<file path="src/rtl/termres_pkg.sv">
package termres_pkg;

  typedef enum logic [2:0] {
    ST_IDLE,
    ST_WAITN,
    ST_SPACE,
    ST_SAMP2,
    ST_HOLD
  } ctrlState_t;

  typedef enum logic [1:0] {
    OUT_DONE,
    OUT_HALTED,
    OUT_BERR,
    OUT_RETRY
  } outcome_t;

  typedef struct packed {
    logic loadReq;   // capture request fields
    logic capFirst;  // capture first sample (point N)
  } dpStrobe_t;

  // Combine the stored first sample with the live second sample.
  function automatic outcome_t classify(input logic berrSeen, input logic haltSeen);
    if (berrSeen && haltSeen) return OUT_RETRY;
    if (berrSeen)             return OUT_BERR;
    if (haltSeen)             return OUT_HALTED;
    return OUT_DONE;
  endfunction

endpackage

</file>
<file path="src/rtl/termres_datapath.sv">
module termres_datapath
  import termres_pkg::*;
#(
  parameter int ADDR_W = 32,
  parameter int SIZE_W = 2
) (
  input  logic              clk,
  input  logic              rst,
  input  dpStrobe_t         strobe,
  input  logic [ADDR_W-1:0] reqAddr,
  input  logic [SIZE_W-1:0] reqSize,
  input  logic              reqWrite,
  input  logic              ackN,
  input  logic              berrN,
  input  logic              haltN,
  output logic [ADDR_W-1:0] busAddr,
  output logic [SIZE_W-1:0] busSize,
  output logic              busWrite,
  output logic              firstHit,
  output logic              haltNegated,
  output outcome_t          outcome
);

  logic ackNow, berrNow, haltNow;
  logic firstBerr, firstHalt;
  logic [ADDR_W-1:0] addrQ;
  logic [SIZE_W-1:0] sizeQ;
  logic writeQ;

  assign ackNow  = ~ackN;
  assign berrNow = ~berrN;
  assign haltNow = ~haltN;

  // Request fields are held across retries; only a new start reloads them.
  always_ff @(posedge clk) begin
    if (rst) begin
      addrQ  <= '0;
      sizeQ  <= '0;
      writeQ <= 1'b0;
    end else if (strobe.loadReq) begin
      addrQ  <= reqAddr;
      sizeQ  <= reqSize;
      writeQ <= reqWrite;
    end
  end

  // First sample register (point N).
  always_ff @(posedge clk) begin
    if (rst || strobe.loadReq) begin
      firstBerr <= 1'b0;
      firstHalt <= 1'b0;
    end else if (strobe.capFirst) begin
      firstBerr <= berrNow;
      firstHalt <= haltNow;
    end
  end

  assign busAddr     = addrQ;
  assign busSize     = sizeQ;
  assign busWrite    = writeQ;
  assign firstHit    = ackNow | berrNow;
  assign haltNegated = haltN;
  assign outcome     = classify(firstBerr | berrNow, firstHalt | haltNow);

  AST_ADDR_HELD: assert property (@(posedge clk) disable iff (rst)
    !strobe.loadReq |=> $stable(busAddr));

  AST_SIZE_HELD: assert property (@(posedge clk) disable iff (rst)
    !strobe.loadReq |=> ($stable(busSize) && $stable(busWrite)));

endmodule

</file>
<file path="src/rtl/termres_ctrl.sv">
module termres_ctrl
  import termres_pkg::*;
(
  input  logic      clk,
  input  logic      rst,
  input  logic      start,
  input  logic      firstHit,
  input  logic      haltNegated,
  input  outcome_t  outcome,
  output dpStrobe_t strobe,
  output logic      busActive,
  output logic      busy,
  output logic      haltWait,
  output logic      done,
  output logic      haltedDone,
  output logic      berrExc,
  output logic      retry
);

  ctrlState_t state, stateNext;
  logic retryPending, retryPendingNext;
  logic [3:0] resultNext;
  logic anyResult;

  always_comb begin
    stateNext        = state;
    retryPendingNext = retryPending;
    resultNext       = 4'b0000;
    strobe           = '0;
    unique case (state)
      ST_IDLE: begin
        if (start) begin
          strobe.loadReq   = 1'b1;
          retryPendingNext = 1'b0;
          stateNext        = ST_WAITN;
        end
      end
      ST_WAITN: begin
        if (firstHit) begin
          strobe.capFirst = 1'b1;
          stateNext       = ST_SPACE;
        end
      end
      ST_SPACE: stateNext = ST_SAMP2;
      ST_SAMP2: begin
        unique case (outcome)
          OUT_DONE:   begin resultNext = 4'b1000; stateNext = ST_IDLE; end
          OUT_HALTED: begin resultNext = 4'b0100; stateNext = ST_HOLD; end
          OUT_BERR:   begin resultNext = 4'b0010; stateNext = ST_IDLE; end
          OUT_RETRY:  begin resultNext = 4'b0001; stateNext = ST_HOLD; end
          default:    stateNext = ST_IDLE;
        endcase
        retryPendingNext = (outcome == OUT_RETRY);
      end
      ST_HOLD: begin
        if (haltNegated) begin
          stateNext        = retryPending ? ST_WAITN : ST_IDLE;
          retryPendingNext = 1'b0;
        end
      end
      default: stateNext = ST_IDLE;
    endcase
  end

  always_ff @(posedge clk) begin
    if (rst) begin
      state        <= ST_IDLE;
      retryPending <= 1'b0;
      {done, haltedDone, berrExc, retry} <= 4'b0000;
    end else begin
      state        <= stateNext;
      retryPending <= retryPendingNext;
      {done, haltedDone, berrExc, retry} <= resultNext;
    end
  end

  assign busActive = (state == ST_WAITN) || (state == ST_SPACE) || (state == ST_SAMP2);
  assign busy      = (state != ST_IDLE);
  assign haltWait  = (state == ST_HOLD);
  assign anyResult = done | haltedDone | berrExc | retry;

  AST_ONE_RESULT: assert property (@(posedge clk) disable iff (rst)
    $onehot0({done, haltedDone, berrExc, retry}));

  AST_RESULT_PULSE: assert property (@(posedge clk) disable iff (rst)
    anyResult |=> !anyResult);

  AST_WAIT_NO_RESULT: assert property (@(posedge clk) disable iff (rst)
    (state == ST_WAITN && !firstHit) |=> !anyResult);

  AST_HALT_HOLDS: assert property (@(posedge clk) disable iff (rst)
    (haltWait && !haltNegated) |=> haltWait);

  AST_RETRY_REISSUE: assert property (@(posedge clk) disable iff (rst)
    (haltWait && haltNegated && retryPending) |=> busActive);

  AST_DONE_IDLE: assert property (@(posedge clk) disable iff (rst)
    (done || berrExc) |-> !busy);

endmodule

</file>
<file path="src/rtl/bus_term_resolver.sv">
module bus_term_resolver
  import termres_pkg::*;
#(
  parameter int ADDR_W = 32,
  parameter int SIZE_W = 2
) (
  input  logic              clk,
  input  logic              rst,
  input  logic              start,
  input  logic [ADDR_W-1:0] reqAddr,
  input  logic [SIZE_W-1:0] reqSize,
  input  logic              reqWrite,
  input  logic              ackN,
  input  logic              berrN,
  input  logic              haltN,
  output logic [ADDR_W-1:0] busAddr,
  output logic [SIZE_W-1:0] busSize,
  output logic              busWrite,
  output logic              busActive,
  output logic              busy,
  output logic              done,
  output logic              haltedDone,
  output logic              berrExc,
  output logic              retry,
  output logic              haltWait
);

  dpStrobe_t strobe;
  logic firstHit, haltNegated;
  outcome_t outcome;

  termres_ctrl uCtrl (
    .clk(clk), .rst(rst), .start(start),
    .firstHit(firstHit), .haltNegated(haltNegated), .outcome(outcome),
    .strobe(strobe), .busActive(busActive), .busy(busy), .haltWait(haltWait),
    .done(done), .haltedDone(haltedDone), .berrExc(berrExc), .retry(retry)
  );

  termres_datapath #(.ADDR_W(ADDR_W), .SIZE_W(SIZE_W)) uDp (
    .clk(clk), .rst(rst), .strobe(strobe),
    .reqAddr(reqAddr), .reqSize(reqSize), .reqWrite(reqWrite),
    .ackN(ackN), .berrN(berrN), .haltN(haltN),
    .busAddr(busAddr), .busSize(busSize), .busWrite(busWrite),
    .firstHit(firstHit), .haltNegated(haltNegated), .outcome(outcome)
  );

  AST_RESET_IDLE: assert property (@(posedge clk)
    rst |=> (!busy && !busActive && !haltWait));

endmodule

</file>
<file path="config.mk">
export PLATFORM = sky130hd
export DESIGN_NAME = bus_term_resolver
export DESIGN_NICKNAME = d
export VERILOG_FILES = /design/src/rtl/termres_pkg.sv /design/src/rtl/termres_datapath.sv /design/src/rtl/termres_ctrl.sv /design/src/rtl/bus_term_resolver.sv
export SDC_FILE = /design/constraint.sdc
export NUM_CORES = 1
export LEC_CHECK = 0
export ABC_AREA = 1
export CAP_MARGIN = 20
export CORE_MARGIN = 2
export CORE_UTILIZATION = 42
export DETAILED_ROUTE_END_ITERATION = 7
export PLACE_DENSITY = 0.79
export SYNTH_ARGS = -nofsm -noshare
export SYNTH_HDL_FRONTEND = slang
export SYNTH_HIERARCHICAL = 1
export SYNTH_SLANG_ARGS = --single-unit
export TNS_END_PERCENT = 50
</file>
<file path="constraint.sdc">
create_clock -name clk -period 1.4 [get_ports clk]
set_input_delay 0.14 -clock clk [delete_from_list [all_inputs] [get_ports clk]]
set_output_delay 0.14 -clock clk [all_outputs]
set_load 0.02 [all_outputs]
</file>
Word level (Yosys, flattened, before mapping)
Index checks and enable logic that the tools add are counted.

Register bits after elaboration: 45. Input bits: 41. Output and inout bits: 42. Logic and storage cells: 67.

Equality and inequality tests: 10. Mux-type cells: 26. Bitwise operators: 7. Reduce and logical (&&, ||, !) cells: 13.

Operator list (count): $pmux W4 S4 (1); $pmux W3 S5 (1); $mux W1 (13); $mux W2 (6); $mux W3 (3); $eq A3 B2 Y1 const B (2); $ne A2 B2 Y1 const B (3); $pmux W3 S2 (1); $reduce_and A3 Y1 (2); $reduce_bool A3 Y1 (2); $reduce_or A2 Y1 (3); $eq A2 B2 Y1 const B (2); $not A1 Y1 (4); $eq A3 B1 Y1 const B (1); $eq A3 B3 Y1 const B (1); $logic_not A3 Y1 (1); $logic_or A1 B1 Y1 (3); $or A1 B1 Y1 (3); $pmux W1 S3 (1); $eq A2 B1 Y1 const B (1); $logic_not A2 Y1 (1); $logic_and A1 B1 Y1 (1).

Longest topological paths before layout
Gate-level depths: netlist of run 1.

Depth in word-level cells: 14. Mapped depth: 8. Gate-level depth less buffers: 7.

Hierarchy
The synthesis of run 1 kept the hierarchy.

Modules (own cells, without submodules): termres_datapath (times used 1, cells an instance 239, area each 1566.5 um^2, sequential area each 740.7 um^2); termres_ctrl (times used 1, cells an instance 53, area each 382.9 um^2, sequential area each 160.2 um^2).

Worst setup path before layout of run 1
OpenSTA, ideal clock, no wires.

Kind: register to register. From: reg uCtrl.state[0]. To: reg uDp.addrQ[16] (netlist: uDp/busAddr[16]). Library setup time: 0.113 ns. Data arrival time: 1.256 ns. Required time: 1.287 ns. Slack: 0.031 ns. Stages on the path, launching flop included: 9. Buffers on the path: 2. Clock period less this slack: 1.369 ns. Cell sequence: dfxtp_1 > nor2_4 > nand2_1 > nor2_1 > buf_6 > buf_6 > nand2_1 > nand2_1 > nor2_1.

RTL lines: start, declared (line termres_ctrl.sv:20) `ctrlState_t state, stateNext;`; start signal, assigned (line termres_ctrl.sv:71) `state <= stateNext;`; end signal, assigned (line termres_datapath.sv:41) `addrQ <= reqAddr;`; end, declared (line termres_datapath.sv:26) `logic [ADDR_W-1:0] addrQ;`.

Final worst setup path of run 1
From: reg uDp.addrQ[27] (netlist: uDp/busAddr[27]). To: out busAddr[27].

RTL lines: end, declared (line bus_term_resolver.sv:16) `output logic [ADDR_W-1:0] busAddr,`.

No word-level cell between the ends.

==> summary.md, run 1 <==
| Metric | Value |
|---|---|
| Post-DP Area | ~2800 um^2 |
| Sequential fraction of the synthesis area | around 46% |
| Initial antenna violation count | 0 |
| Worst path bufs/invs | 1 |
| DIE AREA | ~5200 um^2 |
| Layout net count | 418 |
| Total power | 3.431 mW |
| Final Critical Period | roughly 1.4 ns |
| Crit path DAT | 1.22 ns |
| CP endpoint kind | primary output |
| RR Startpoint | uCtrl/state[0]$_SDFFE_PP0P_ |
| Number of nets with antenna violations after routing | 0 |
| PD cells | approximately 1100 nW/um^2 |
| Setup_tns | 0 ns |
| Synth Cell Area | 1949 um^2 |
| Leak Pwr | 1.915 nW |
| Die span in x | slightly above 70 um |
| Htree depth | 2 |
| Max Cap Viol | 0 |
| Worst VDD drop | approximately 700 uV |
| Mapped Nets | between 300 and 400 |
| Post-Syn Instances | between 200 and 300 |
| Clk_lat worst skew | 0.29 ns |
| # fillers | between 300 and 400 |
| Worst-path maximum fanout | 2 |
| Starting DRT DRC Count | approximately 100 |
| Hold Path Depth | 5 |
| CTS Sinks | between 40 and 50 |
| Post-DP HPWL | around 3000 um |
| Design Area, Final | 2985 um^2 |
| Setup violators final | 0 |
| Synthesis Warnings | 6 |
| Clock transition at path regs | ~0.080 ns |
| Port Buffers | around 80 |
| Final hold vios | 0 |
| Hold slack | between 0.4 and 0.5 ns |
| Core Region | around 4400 um^2 |
| F_max | 0.7344 GHz |
| Vias in the first global route | between 1500 and 2000 |
| Cell breakdown of the critical path | clkdlybuf4s50_1 |
| Post-placement cell count | around 420 |
| Final core utilization | 67.63% |
| Layout overhead on the synthesized area | 53.14% |
| Total wire length | around 4300 um |
| Initial Util | between 40% and 50% |
| Die height | about 70 um |
| Yosys cell types | 17 |
| Vias per cell | ~4.3 |
| Crit path launch | uDp/busAddr[27]$_SDFFE_PP0P_ |
| # DRC | 0 |
| Worst Hold End | uDp/busAddr[29]$_SDFFE_PP0P_ |
| Hold wc startpoint | reqAddr[29] |
| CTS max path bufs | 2 |
| Worst Skew | approximately 0.0065 ns |
| Layout cells sized above 1 | between 8 and 9% |
| Non-filler instance count after layout | about 430 |
| WP data required | around 1.3 ns |
| Inserted Clock Buffers | 5 |
| Slew of the pin with the lowest slew margin | 0.5712 ns |
| Yosys reg bits | 45 |
| GP Congestion | ~0.81 |
| Final period util | between 90% and 100% |
| CTS tree | built |
| Status | complete, no violations |
| FF-to-FF End | uDp/busAddr[12]$_SDFFE_PP0P_ |
| TritonRoute pass-1 iters | 4 |
| CTS root buffer | clkbuf_8 |
| CTS resizes | 6 |
| Hold crit path type | primary input to flop |
| Critical Path Max Stage Delay | about 0.60 ns |
| Crit-path slowest cell | clkdlybuf4s50_1 |
| R2R setup slack | 0.12 ns |
| Gr usage total | ~17% |
| Pre-CTS WS | approximately 0.033 ns |
| I/O Pins | 83 |
| Cell row count | 24 |
| Crit path launch type | flop |
| Setup WS post-layout | 0.03826 ns |
| Wirelength per Cell | 9.921 um |
| First-pass GRT wire length | just under 7000 um |
| Path depth of the worst reg2reg path | 7 |
| Family with the most delay on the worst path | buffers and inverters |
| Count of pins over their slew limit | 0 |
| ANT cells | 0 |
| # Post-CTS Setup Buffers | 0 |
| Worst Setup Path Type | flop to primary output |
| Average size of a mapped cell | roughly 6.7 um^2 |
| RSZ-0062 raised after global routing | false |
| Largest net degree at the start of global routing | 38 |
| Rel. slew slack | 61.87% |
| GRT overflow | 0 |
| Hold-fix buffers, CTS | 0 |
| Vias | 1833 |
## area by class of cell
type                    count  area, um^2  area share (%)
clock inverters             2       35.03           1.174
inverters                  49       183.9           6.161
multi-input cells         186       762.0           25.52
flip-flops and latches     45       900.9           30.18
repair buffers             90       969.7           32.48
clock buffers               5       68.82           2.305
well taps                  52       65.06           2.179
## power breakdown
group | switching, mW | internal [mW]
Clock | 0.406 | 0.519
Combinational | 0.545 | 0.479
Sequential | 0.0636 | 1.42
Total | 1.01 | 2.42
## cell usage in the layout (no fill, tap or decap), types with 2 or more instances in the layout
cell and count:
nor2_1 83, nand2_1 83, clkdlybuf4s50_1 46, inv_1 45, dfxtp_1 45, dlymetal6s2s_1 32, buf_4 6, clkbuf_8 5
nor3_1 5, inv_2 4, nand3_2 4, clkbuf_2 3, nand3_1 3, nor2_4 2, nand2_2 2, buf_12 2
## layer usage
layer	share of wire (%)	track usage, %	wire length [um]
met1	44	19.20	1892
met2	45	28.13	1923
met3	9.6	7.083	408
met4	0.73	4.822	31
met5	0	0	0
## worst register-to-register path, stage by stage (launching register included)
cell and delay (ns):
dfxtp_1 0.34, nor2_4 0.19, nand2_2 0.10, nor2_4 0.15
buf_12 0.21, nand2_1 0.08, nand2_1 0.06, nor2_1 0.05
## state kept, by name, indices dropped and copies added, names as in the netlist
signal,count
uCtrl/retry,1
uDp/busSize,2
uCtrl/berrExc,1
uDp/firstHalt,1
uCtrl/haltedDone,1
uCtrl/state,3
uDp/busWrite,1
uDp/busAddr,32
uCtrl/done,1
uCtrl/retryPending,1
uDp/firstBerr,1
## logic make-up after synthesis
| family | synth area share (%) |
|---|---|
| DFF | 46.21 |
| and+or+nand+nor | 38.00 |
| buffers and inverters | 15.21 |
| AOI/OAI and AO/OA | 0.5776 |
## cell usage after synthesis
master	instances	area, um^2
nand4_1	1	6.260
a21oi_1	1	5.000
dfxtp_1	45	900.9
nand3_1	3	15.01
buf_2	3	15.01
nor2_1	84	315.3
buf_6	8	90.09
nand3_2	4	40.04
o22ai_1	1	6.260
nor2_4	1	11.26
nor2_2	1	6.260
nand2_2	1	6.260
nand2_1	84	315.3
buf_4	1	7.510
inv_2	4	15.01
nor3_1	5	25.02
inv_1	45	168.9
## worst max-delay path by stage
stage | endpoint | slack [ns] | cells after the start
after floorplan | uDp/busAddr[16]$_SDFFE_PP0P_ | 0.03 | 8
after global placement | uDp/busAddr[31]$_SDFFE_PP0P_ | 0.06 | 4
after detailed placement | uDp/busAddr[14]$_SDFFE_PP0P_ | 0.03 | 4
after CTS | busAddr[23] | 0.002 | 1
after global routing | busAddr[0] | 0.00002 | 1
final | busAddr[27] | 0.04 | 1
Note: power is estimated with default switching activity, not from simulation.
==> run 2: changes to the inputs <==
--- a/config.mk
+++ b/config.mk
@@ -10,6 +10,7 @@
 export CORE_MARGIN = 2
 export CORE_UTILIZATION = 42
 export DETAILED_ROUTE_END_ITERATION = 7
+export MAX_ROUTING_LAYER = met4
 export PLACE_DENSITY = 0.79
 export SYNTH_ARGS = -nofsm -noshare
 export SYNTH_HDL_FRONTEND = slang
==> run 2 against run 1 <==
Effect of this change: sequential power hardly changed; worst setup slack hardly changed; first-iteration DRC count is 14% higher; clock skew hardly changed; sequential share of layout area stayed put; worst hold slack hardly changed; critical path depth stayed put; combinational power hardly changed; global-route usage is 0.50 points higher; clock-buffer cell count stayed put; final area stayed put; die area stayed put; critical path type unchanged; largest power group unchanged.
==> summary.md, run 2 (synthesis gave the netlist of run 1 again) <==
| Metric | Value |
|---|---|
| Layout cells sized above 1 | 8.223% (unchanged) |
| CTS root buffer | clkbuf_8 |
| Rel. slew slack | 61.83% (about the same) |
| Max Cap Viol | 0 (unchanged) |
| Layout net count | 418 (unchanged) |
| Largest net degree at the start of global routing | 38 (unchanged) |
| # Post-CTS Setup Buffers | 0 (unchanged) |
| First-pass GRT wire length | 6920 um (unchanged) |
| Worst path bufs/invs | 1 (unchanged) |
| PD cells | 1149 nW/um^2 (about the same) |
| Worst VDD drop | 702.3 uV (about the same) |
| Critical Path Max Stage Delay | 0.60 ns (about the same) |
| Crit path launch type | flop |
| F_max | 0.7344 GHz (about the same) |
| Leak Pwr | 1.915 nW (unchanged) |
| Count of pins over their slew limit | 0 (unchanged) |
| # DRC | 0 (unchanged) |
| Crit path DAT | 1.22 ns (about the same) |
| ANT cells | 0 (unchanged) |
| Setup violators final | 0 (unchanged) |
| Vias in the first global route | 1689 (unchanged) |
| Post-placement cell count | 422 (unchanged) |
| Die height | 72.13 um (unchanged) |
| Hold slack | 0.4499 ns (+0.00004200 ns) |
| Worst Skew | 0.006465 ns (-0.00001776 ns) |
| Core Region | 4414 um^2 (unchanged) |
| GRT overflow | 0 (unchanged) |
| Flop pwr share | 43.2% (about the same) |
| Number of nets with antenna violations after routing | 0 (unchanged) |
| Final core utilization | 67.63% (unchanged) |
| Clk_lat worst skew | 0.29 ns (about the same) |
| Total wire length | 4250 um (-0.14%) |
| Design Area, Final | 2985 um^2 (unchanged) |
| Wirelength per Cell | 9.907 um (-0.14%) |
| Hold crit path type | primary input to flop |
| Final period util | 97.27% (about the same) |
| Vias | 1835 (+0.11%) |
| Cell breakdown of the critical path | clkdlybuf4s50_1 |
| CP endpoint kind | primary output |
| Register area | 900.9 um^2 (unchanged) |
| GP Congestion | 0.8230 (+1.5%) |
| Port Buffers | 82 (unchanged) |
| Switch share | 29.56% (about the same) |
| Pre-CTS WS | 0.03337 ns (unchanged) |
| Initial Util | 44.16% (unchanged) |
| Final Critical Period | 1.362 ns (+0.000005300 ns) |
| I/O Pins | 83 (unchanged) |
| # fillers | 375 (unchanged) |
| Die span in x | 72.13 um (unchanged) |
| Htree depth | 2 (unchanged) |
| Total power | 3.430 mW (about the same) |
| Starting DRT DRC Count | 116 (+14%) |
| Worst-path maximum fanout | 2 (unchanged) |
| Non-filler instance count after layout | 429 (unchanged) |
| Slew of the pin with the lowest slew margin | 0.5716 ns (+0.0004659 ns) |
| CTS tree | built |
| Worst Setup Path Type | flop to primary output |
| Comb pwr share | 29.8% (about the same) |
| Initial antenna violation count | 0 (unchanged) |
| Family with the most delay on the worst path | buffers and inverters |
| WP data required | 1.26 ns (about the same) |
| RSZ-0062 raised after global routing | false |
| Post-DP HPWL | 3005 um (unchanged) |
| Psw | 1.014 mW (about the same) |
| Largest register FFs | 32 (unchanged) |
| Vias per cell | 4.277 (+0.11%) |
| Status | complete, no violations |
| Inserted Clock Buffers | 5 (unchanged) |
| Post-DP Area | 2815 um^2 (unchanged) |
| Area of the multi-input gates | 762.0 um^2 (unchanged) |
| CTS max path bufs | 2 (unchanged) |
| Cell row count | 24 (unchanged) |
| Clock share of power | 26.9% (about the same) |
| Setup WS post-layout | 0.03826 ns (-0.000005300 ns) |
| Most frequent cells in the layout | nor2_1, nand2_1, clkdlybuf4s50_1, inv_1, dfxtp_1 |
| Layout overhead on the synthesized area | 53.14% (unchanged) |
| Setup_tns | 0 ns (unchanged) |
| Pint | 2.416 mW (unchanged) |
| Gr usage total | 17.15% (+0.50 points) |
| Clock transition at path regs | 0.08 ns (about the same) |
| CTS Sinks | 45 (unchanged) |
| Final hold vios | 0 (unchanged) |
| DIE AREA | 5202 um^2 (unchanged) |
| Crit-path slowest cell | clkdlybuf4s50_1 |
| TritonRoute pass-1 iters | 4 (unchanged) |
[run 2: metal layers]
metal / global-route usage [%] / up-vias / part of all wire, %
li1: - / 1010 / -
met1: 19.37 / 762 / 45
met2: 28.13 / 59 / 45
met3: 6.806 / 4 / 8.9
met4: 4.822 / 0 / 0.73
met5: - / - / 0
[run 2: worst paths after layout]
kind                                 from                            to  slack, ns  cells past startpoint
min                           reqAddr[29]  uDp/busAddr[29]$_SDFFE_PP0P_       0.45                      5
min reg2reg   uDp/busAddr[6]$_SDFFE_PP0P_   uDp/busAddr[6]$_SDFFE_PP0P_       0.47                      2
max          uDp/busAddr[27]$_SDFFE_PP0P_                   busAddr[27]       0.04                      1
max reg2reg   uCtrl/state[0]$_SDFFE_PP0P_  uDp/busAddr[12]$_SDFFE_PP0P_       0.12                      7
[run 2: what timing repair did]
item | 4_1_cts | 5_1_grt
resized for setup | 6 | 37
pin swaps | 0 | 0
setup endpoints to repair | 4 | 53
endpoints found under the hold margin | 0 | 0
hold buffers | 0 | 0
[run 2: power groups by stage]
stage                     sequential (mW)  combinational (mW)  clock [mW]
final                                1.48                1.02       0.924
after global routing                 1.50                1.14        1.01
after CTS                            1.49                1.06       0.963
after detailed placement             1.52                1.06           0
after global placement               1.51                1.05           0
after floorplan                      1.67               0.465           0
[run 2: area by class of cell]
class	count	area share [%]
Inverter	49	6.161
Timing Repair Buffer	90	32.48
Clock buffer	5	2.305
Multi-Input combinational cell	186	25.52
Tap cell	52	2.179
Sequential cell	45	30.18
Clock inverter	2	1.174
